File: src/rtl/word_deser_pkg.sv
package word_deser_pkg;

  // strobes from the framing control to the word datapath
  typedef struct packed {
    logic shift;   // accept one payload bit
    logic load;    // final payload bit: publish the word
    logic clear;   // power-down: zero the published word
  } dpStrobe_t;

  typedef enum logic {
    ST_IDLE    = 1'b0,
    ST_PAYLOAD = 1'b1
  } frameSt_t;

  localparam logic [1:0] MODE_OFF = 2'b00;

endpackage

File: src/rtl/word_deser_ctrl.sv
module word_deser_ctrl
  import word_deser_pkg::*;
#(
  parameter int WORD_BITS = 24,
  parameter int LOW_BITS  = 13
) (
  input  logic       clk,
  input  logic       rstN,
  input  logic       serIn,
  input  logic       bitEn,
  input  logic [1:0] mode,
  input  logic       dirDes,
  output dpStrobe_t  strobe,
  output logic       dataOe,
  output logic       wordClk
);

  localparam int CNT_W = (WORD_BITS > 1) ? $clog2(WORD_BITS) : 1;
  localparam int LOW_W = (LOW_BITS > 1) ? $clog2(LOW_BITS) : 1;
  localparam logic [CNT_W-1:0] LAST_IDX = CNT_W'(WORD_BITS - 1);
  localparam logic [LOW_W-1:0] LOW_LAST = LOW_W'(LOW_BITS - 1);

  frameSt_t         state;
  logic [CNT_W-1:0] bitCnt;
  logic [LOW_W-1:0] lowCnt;
  logic             active;
  logic             lastBit;

  always_comb begin
    active       = (mode != MODE_OFF) && dirDes;
    lastBit      = (bitCnt == LAST_IDX);
    strobe.shift = active && bitEn && (state == ST_PAYLOAD);
    strobe.load  = strobe.shift && lastBit;
    strobe.clear = (mode == MODE_OFF);
    dataOe       = active;
  end

  // framing: idle hunts for the marker, payload counts bits
  always_ff @(posedge clk) begin
    if (!rstN || !active) begin
      state  <= ST_IDLE;
      bitCnt <= '0;
    end else if (bitEn) begin
      unique case (state)
        ST_IDLE: begin
          if (serIn) begin
            state  <= ST_PAYLOAD;
            bitCnt <= '0;
          end
        end
        ST_PAYLOAD: begin
          if (lastBit) begin
            state  <= ST_IDLE;
            bitCnt <= '0;
          end else begin
            bitCnt <= bitCnt + 1'b1;
          end
        end
        default: state <= ST_IDLE;
      endcase
    end
  end

  // word clock: falls on publish, high again after LOW_BITS enables
  always_ff @(posedge clk) begin
    if (!rstN || !active) begin
      wordClk <= 1'b1;
      lowCnt  <= '0;
    end else if (strobe.load) begin
      wordClk <= 1'b0;
      lowCnt  <= '0;
    end else if (!wordClk && bitEn) begin
      if (lowCnt == LOW_LAST) begin
        wordClk <= 1'b1;
        lowCnt  <= '0;
      end else begin
        lowCnt <= lowCnt + 1'b1;
      end
    end
  end

endmodule

File: src/rtl/word_deser_dp.sv
module word_deser_dp
  import word_deser_pkg::*;
#(
  parameter int DATA_BITS = 22,
  parameter int DED_BITS  = 2
) (
  input  logic                 clk,
  input  logic                 rstN,
  input  logic                 serIn,
  input  dpStrobe_t            strobe,
  output logic [DATA_BITS-1:0] dataOut,
  output logic [DED_BITS-1:0]  dedOut
);

  localparam int WORD_BITS = DATA_BITS + DED_BITS;

  logic [WORD_BITS-1:0] shiftReg;
  logic [WORD_BITS-1:0] assembled;
  logic [WORD_BITS-1:0] outWord;

  // first bit received ends up in bit 0
  always_comb assembled = {serIn, shiftReg[WORD_BITS-1:1]};

  always_ff @(posedge clk) begin
    if (!rstN) begin
      shiftReg <= '0;
    end else if (strobe.shift) begin
      shiftReg <= assembled;
    end
  end

  always_ff @(posedge clk) begin
    if (!rstN || strobe.clear) begin
      outWord <= '0;
    end else if (strobe.load) begin
      outWord <= assembled;
    end
  end

  always_comb begin
    dataOut = outWord[DATA_BITS-1:0];
    dedOut  = outWord[WORD_BITS-1:DATA_BITS];
  end

endmodule

File: src/rtl/word_deser.sv
module word_deser
  import word_deser_pkg::*;
#(
  parameter int DATA_BITS = 22,
  parameter int DED_BITS  = 2,
  parameter int LOW_BITS  = 13
) (
  input  logic                 clk,
  input  logic                 rstN,
  input  logic                 serIn,
  input  logic                 bitEn,
  input  logic [1:0]           mode,
  input  logic                 dirDes,
  output logic [DATA_BITS-1:0] dataOut,
  output logic [DED_BITS-1:0]  dedOut,
  output logic                 dataOe,
  output logic                 wordClk
);

  localparam int WORD_BITS = DATA_BITS + DED_BITS;

  dpStrobe_t strobe;

  word_deser_ctrl #(
    .WORD_BITS(WORD_BITS),
    .LOW_BITS (LOW_BITS)
  ) uCtrl (
    .clk    (clk),
    .rstN   (rstN),
    .serIn  (serIn),
    .bitEn  (bitEn),
    .mode   (mode),
    .dirDes (dirDes),
    .strobe (strobe),
    .dataOe (dataOe),
    .wordClk(wordClk)
  );

  word_deser_dp #(
    .DATA_BITS(DATA_BITS),
    .DED_BITS (DED_BITS)
  ) uDp (
    .clk    (clk),
    .rstN   (rstN),
    .serIn  (serIn),
    .strobe (strobe),
    .dataOut(dataOut),
    .dedOut (dedOut)
  );

endmodule

File: config.mk
export PLATFORM = sky130hd
export DESIGN_NAME = word_deser
export DESIGN_NICKNAME = d
export VERILOG_FILES = /design/src/rtl/word_deser_pkg.sv /design/src/rtl/word_deser_ctrl.sv /design/src/rtl/word_deser_dp.sv /design/src/rtl/word_deser.sv
export SDC_FILE = /design/constraint.sdc
export NUM_CORES = 1
export LEC_CHECK = 0
export BUFFER_PORTS_ARGS = -buffer_cell sky130_fd_sc_hd__buf_2
export CAP_MARGIN = 20
export CORE_MARGIN = 3
export CORE_UTILIZATION = 49
export CTS_BUF_LIST = sky130_fd_sc_hd__clkbuf_4
export DETAILED_ROUTE_END_ITERATION = 12
export GPL_TIMING_DRIVEN = 0
export PLACE_DENSITY = 0.7
export SLEW_MARGIN = 20
export SYNTH_ARGS = -nofsm -noshare
export SYNTH_HDL_FRONTEND = slang
export SYNTH_SLANG_ARGS = --single-unit
File: constraint.sdc
create_clock -name clk -period 2 [get_ports clk]
set_input_delay 0.3 -clock clk [delete_from_list [all_inputs] [get_ports clk]]
set_output_delay 0.3 -clock clk [all_outputs]
set_load 0.005 [all_outputs]
# After elaboration in Yosys (flattened, before gate mapping)
# Index checks and enable logic that the tools add are counted.
dict set report op_classes {
  bitwise_logic 1
  n_addsub 2
  n_reduce_logical 17
  n_eq_ne 3
  n_mux 10
}
# cell count
set ops {}
lappend ops {{$mux 5} 2}
lappend ops {{$pmux 5 s2} 1}
lappend ops {{$reduce_bool 2->1} 3}
lappend ops {{$add 5x1->5 const B} 1}
lappend ops {{$eq 5x5->1 const B} 1}
lappend ops {{$logic_and 1x1->1} 5}
lappend ops {{$mux 1} 5}
lappend ops {{$add 4x1->4 const B} 1}
lappend ops {{$eq 4x4->1 const B} 1}
lappend ops {{$mux 4} 1}
lappend ops {{$reduce_and 2->1} 2}
lappend ops {{$logic_not 1->1} 3}
lappend ops {{$logic_not 2->1} 1}
lappend ops {{$logic_or 1x1->1} 2}
lappend ops {{$ne 2x2->1 const B} 1}
lappend ops {{$pmux 1 s2} 1}
lappend ops {{$reduce_or 2->1} 1}
lappend ops {{$not 1->1} 1}
dict set report word_totals {
  output_inout_bits 26
  in_bits 7
  reg_bits 59
  elab_cells 39
}

# Longest topological paths before layout
dict set report depth {
  ltp_word 7
  depth_mapped 6
  depth_no_buf 5
}

# Cells and area by module
# From an unflattened synthesis, not the netlist that was laid out.
dict set report unflattened {
  cells_unflattened 220
  area_unflattened_um2 2386.0
}
# mod area_per_inst_um2 instances cells_per_inst seq_area_each_um2
set modules_own_cells {}
lappend modules_own_cells {word_deser_dp 1795.5 1 153 940.9}
lappend modules_own_cells {word_deser_ctrl 590.6 1 67 220.2}

# Least setup slack after synthesis
# No wires, ideal clock.
dict set report synth_path {
  path_kind {reg-to-reg}
  start {register uCtrl.bitCnt[0]}
  end {register uDp.outWord[14]}
  synth_period_minus_slack_ps 1358
  slack_ps 642
  arrival_time_ps 1235
  stages_incl_launch_ff 6
  path_buffers 1
  path_cell_list {dfxtp_1 ha_1 nand4b_1 nor2_4 buf_2 o21ai_0}
}
dict set report synth_via {
  elab_chain_cells 2
}
# item line_no
set synth_lines {}
lappend synth_lines {{start: declaration} word_deser_ctrl.sv:24} ;# logic [CNT_W-1:0] bitCnt;
lappend synth_lines {{start signal: assignment} word_deser_ctrl.sv:56} ;# bitCnt <= bitCnt + 1'b1;
lappend synth_lines {{$eq 5x5->1} word_deser_ctrl.sv:31} ;# lastBit = (bitCnt == LAST_IDX);
lappend synth_lines {{$logic_and 1x1->1} word_deser_ctrl.sv:33} ;# strobe.load = strobe.shift && lastBit;
lappend synth_lines {{end signal: assignment} word_deser_dp.sv:36} ;# outWord <= assembled;
lappend synth_lines {{end: declaration} word_deser_dp.sv:19} ;# logic [WORD_BITS-1:0] outWord;
# Every way passes these cells.
# A chain may end at the register's enable or synchronous reset.

# Final worst setup path
dict set report layout_path {
  start {register uCtrl.bitCnt[0]}
  end {register uDp.outWord[21]}
}
# Same word-level chain as after synthesis.

==> impl_metrics.py <==
metrics = {
    "routing": {
        "ant_nets": 0,
        "drt-wirelength-per-cell_um": 12.8,
        "drc": 0,
        "vias_per_cell": 5.22,
        "via_count": 2053,
        "first_iter_violations": 131,
        "finalWirelength_mm": 5.02,
        "first_pass_iters": 4,
    },
    "clock_tree": {
        "cts_made_buffers": 9,
        "postCtsSetupRepairBufs": 0,
        "clk_path_buf_depth": 2,
        "postCtsResizedCells": 0,
        "path_clk_slew_ps": 100,
        "clock-sinks": 58,
        "htreeDepth": 3,
        "cts_tree": "done",
        "hold_buffers": 0,
        "insertion_delay_ps": 400,
        "root_buffer": "clkbuf_4",
    },
    "final_layout": {
        "final_cell_area_um2": 2810,
        "antenna_cells": 0,
        "layout.cells.non_filler": 393,
        "nets": 333,
        "utilization_pct": 62.0,
        "syn_to_final_growth_pct": 17.6,
        "drive_above_1_share_pct": 20.7,
    },
    "min_path": {
        "hp-class": "in2reg",
        "min_from": "rstN",
    },
    "timing": {
        "worst_pin_slew_ps": 506,
        "whs_ps": 205,
        "hold_viol_final": 0,
        "finalCriticalPeriod_ps": 1760,
        "drv_slew": 0,
        "rsz0062_at_grt": "false",
        "fin_crit_sh_pct": 87.8,
        "fmaxAchievable_ghz": 0.570,
        "fin_skew_ps": 11.1,
        "setup_violations": 0,
        "setup_tns_ps": 0,
        "slew_headroom_pct": 66.2,
    },
    "setup_path": {
        "reg2reg_slack_ps": 240,
        "path_class": "reg2reg",
        "crit_arrival_ps": 2040,
        "start_kind": "register",
        "r2r-start": "uCtrl.bitCnt[0]$_SDFFE_PP0P_",
        "crit_fanout": 10,
        "end_kind": "register",
        "crit_required_ps": 2280,
        "crit_start": "uCtrl.bitCnt[0]$_SDFFE_PP0P_",
    },
    "power_and_ir_drop": {
        "peakVddDrop_mv": 0.433,
        "power.density_cell_area_nw_per_um2": 820,
        "power_leakage_uw": 0.00105,
    },
    "floorplan": {
        "io_pins": 33,
        "die_x_um": 75.9,
        "die_h_um": 75.9,
        "start_util_pct": 52.7,
        "die-area_um2": 5750,
        "design.core.area_um2": 4530,
        "row_count": 24,
    },
    "run": {
        "maxCapViolations": 0,
    },
    "synthesis": {
        "synth.area.mux_share_pct": 0.837,
        "synthAdderAreaFrac_pct": 1.57,
        "synth_cell_type_count": 37,
        "ys_ff_latch": 58,
        "syn_area_um2": 2390,
        "synth-simple-area-share_pct": 24.8,
        "synth_flop_cell": "dfxtp_1",
        "syn_avg_cell_area_um2": 8.54,
        "yosys_warnings": 0,
        "synth_top_family_by_area": "simple AND/OR/NAND/NOR gates",
        "synth_xor_area_share_pct": 0.733,
        "synth_nets": 290,
        "synth_cells": 280,
        "async_flop_share_pct": 0,
        "synth_compound_area_share_pct": 18.2,
        "synth-edff-count": 0,
        "ys_seq_area_share_pct": 48.6,
    },
    "global_routing": {
        "grtUsageTotal_pct": 19.6,
        "grt_pass1_wl_mm": 8.36,
        "overflow": 0,
        "grt_pass1_vias": 1808,
        "antenna_found_initial": 0,
        "grt_max_degree": 11,
    },
    "placement": {
        "port_buffers": 32,
        "gp_congestion": 0.769,
        "dpl_cell_area_um2": 2630,
        "dpl.cell_count": 377,
        "hpwlAfterDp_mm": 3.50,
    },
    "status": {
        "status": "finished, final reports clean",
    },
}
-- cells by family (layout without fill, tap and decap cells) --
group,count (synthesis),in the layout
AO/OA/AOI/OAI,66,66
XOR/XNOR,2,2
adder cells (fa/ha/maj),3,3
buffers and inverters,24,72
flip-flops,58,58
multiplexers,2,2
AND/OR/NAND/NOR,125,125
-- through the flow --
step                total power (uW)  setup slack (ps)
floorplan                       1230               642
global placement                1260               325
detailed placement              1260               305
CTS                             2330               259
global route                    2400              86.3
finish                          2310               245
-- final timing paths --
check | endpoint | depth (start not counted)
worst max register to register | uDp.outWord[21]$_SDFFE_PP0P_ | 5
worst max-delay path | uDp.outWord[21]$_SDFFE_PP0P_ | 5
worst min-delay path | uDp.shiftReg[7]$_SDFFE_PN0N_ | 2
worst min register to register | uDp.outWord[10]$_SDFFE_PP0P_ | 2
-- worst max-delay path: stages, from the launching register on --
cell and delay (ps):
dfxtp_1 390, ha_1 240, nand4b_1 340, nor2_4 300, buf_2 260, o21ai_0 110
-- cell usage in the layout, fill, tap and decap left out, drive strengths merged, types with 2 or more instances in the layout --
master  Yosys  layout
nand4b      2       2
ha          3       3
o21ai      30      30
inv         3       3
a21oi       5       5
clkbuf      5      15
bufinv      0       3
nor2        4       4
buf        16      48
a21boi     23      23
clkinv      0       3
nand3       4       4
nand2      79      79
dfxtp      58      58
mux2i       2       2
nor2b       3       3
o21a        2       2
nand4      25      25
nand3b      2       2
-- power breakdown --
part	total [uW]	leakage, uW	internal (uW)	switching [uW]
clock	1070	0.000100	641	432
combinational	78.3	0.000487	26.1	52.2
sequential	1160	0.000467	1150	0.682
-- cell usage after synthesis, types with 3 or more instances --
master    count  share of area [%]
clkbuf_1      5               0.79
nand3_1       4               0.84
a21oi_1       5                1.0
nor2b_1       3               0.79
buf_2        12                2.5
ha_1          3                1.6
nor2_1        3               0.47
dfxtp_1      58                 49
a21boi_1     10                3.1
nand4_1      25                6.5
a21boi_0     13                4.1
nand2_1      79                 12
inv_1         3               0.47
o21ai_0      27                5.7
-- state kept, by name, summed over array words and instances, names as in the netlist --
| name | count |
|---|---|
| uCtrl.bitCnt | 5 |
| uCtrl.lowCnt | 4 |
| uCtrl.state | 1 |
| uCtrl.wordClk | 1 |
| uDp.outWord | 24 |
| uDp.shiftReg | 23 |
-- metal layers --
metal  wire length, um  global-route usage, %  up-vias
li1                  -                      -     1066
met5                 0                      0        -
met3               259                   7.26        7
met4                62                   9.13        0
met1              2470                   24.8      937
met2              2220                   29.7       43
-- area by class of cell --
class                   count  area (um2)
fillers                   408        1720
flip-flops and latches     58        1160
multi-input cells         198        1100
repair buffers             32         160
plain buffers              21         116
clock inverters             6         105
well taps                  65        81.3
clock buffers              10        75.1
inverters                   3        11.3
(Power assumes the default switching activity.)
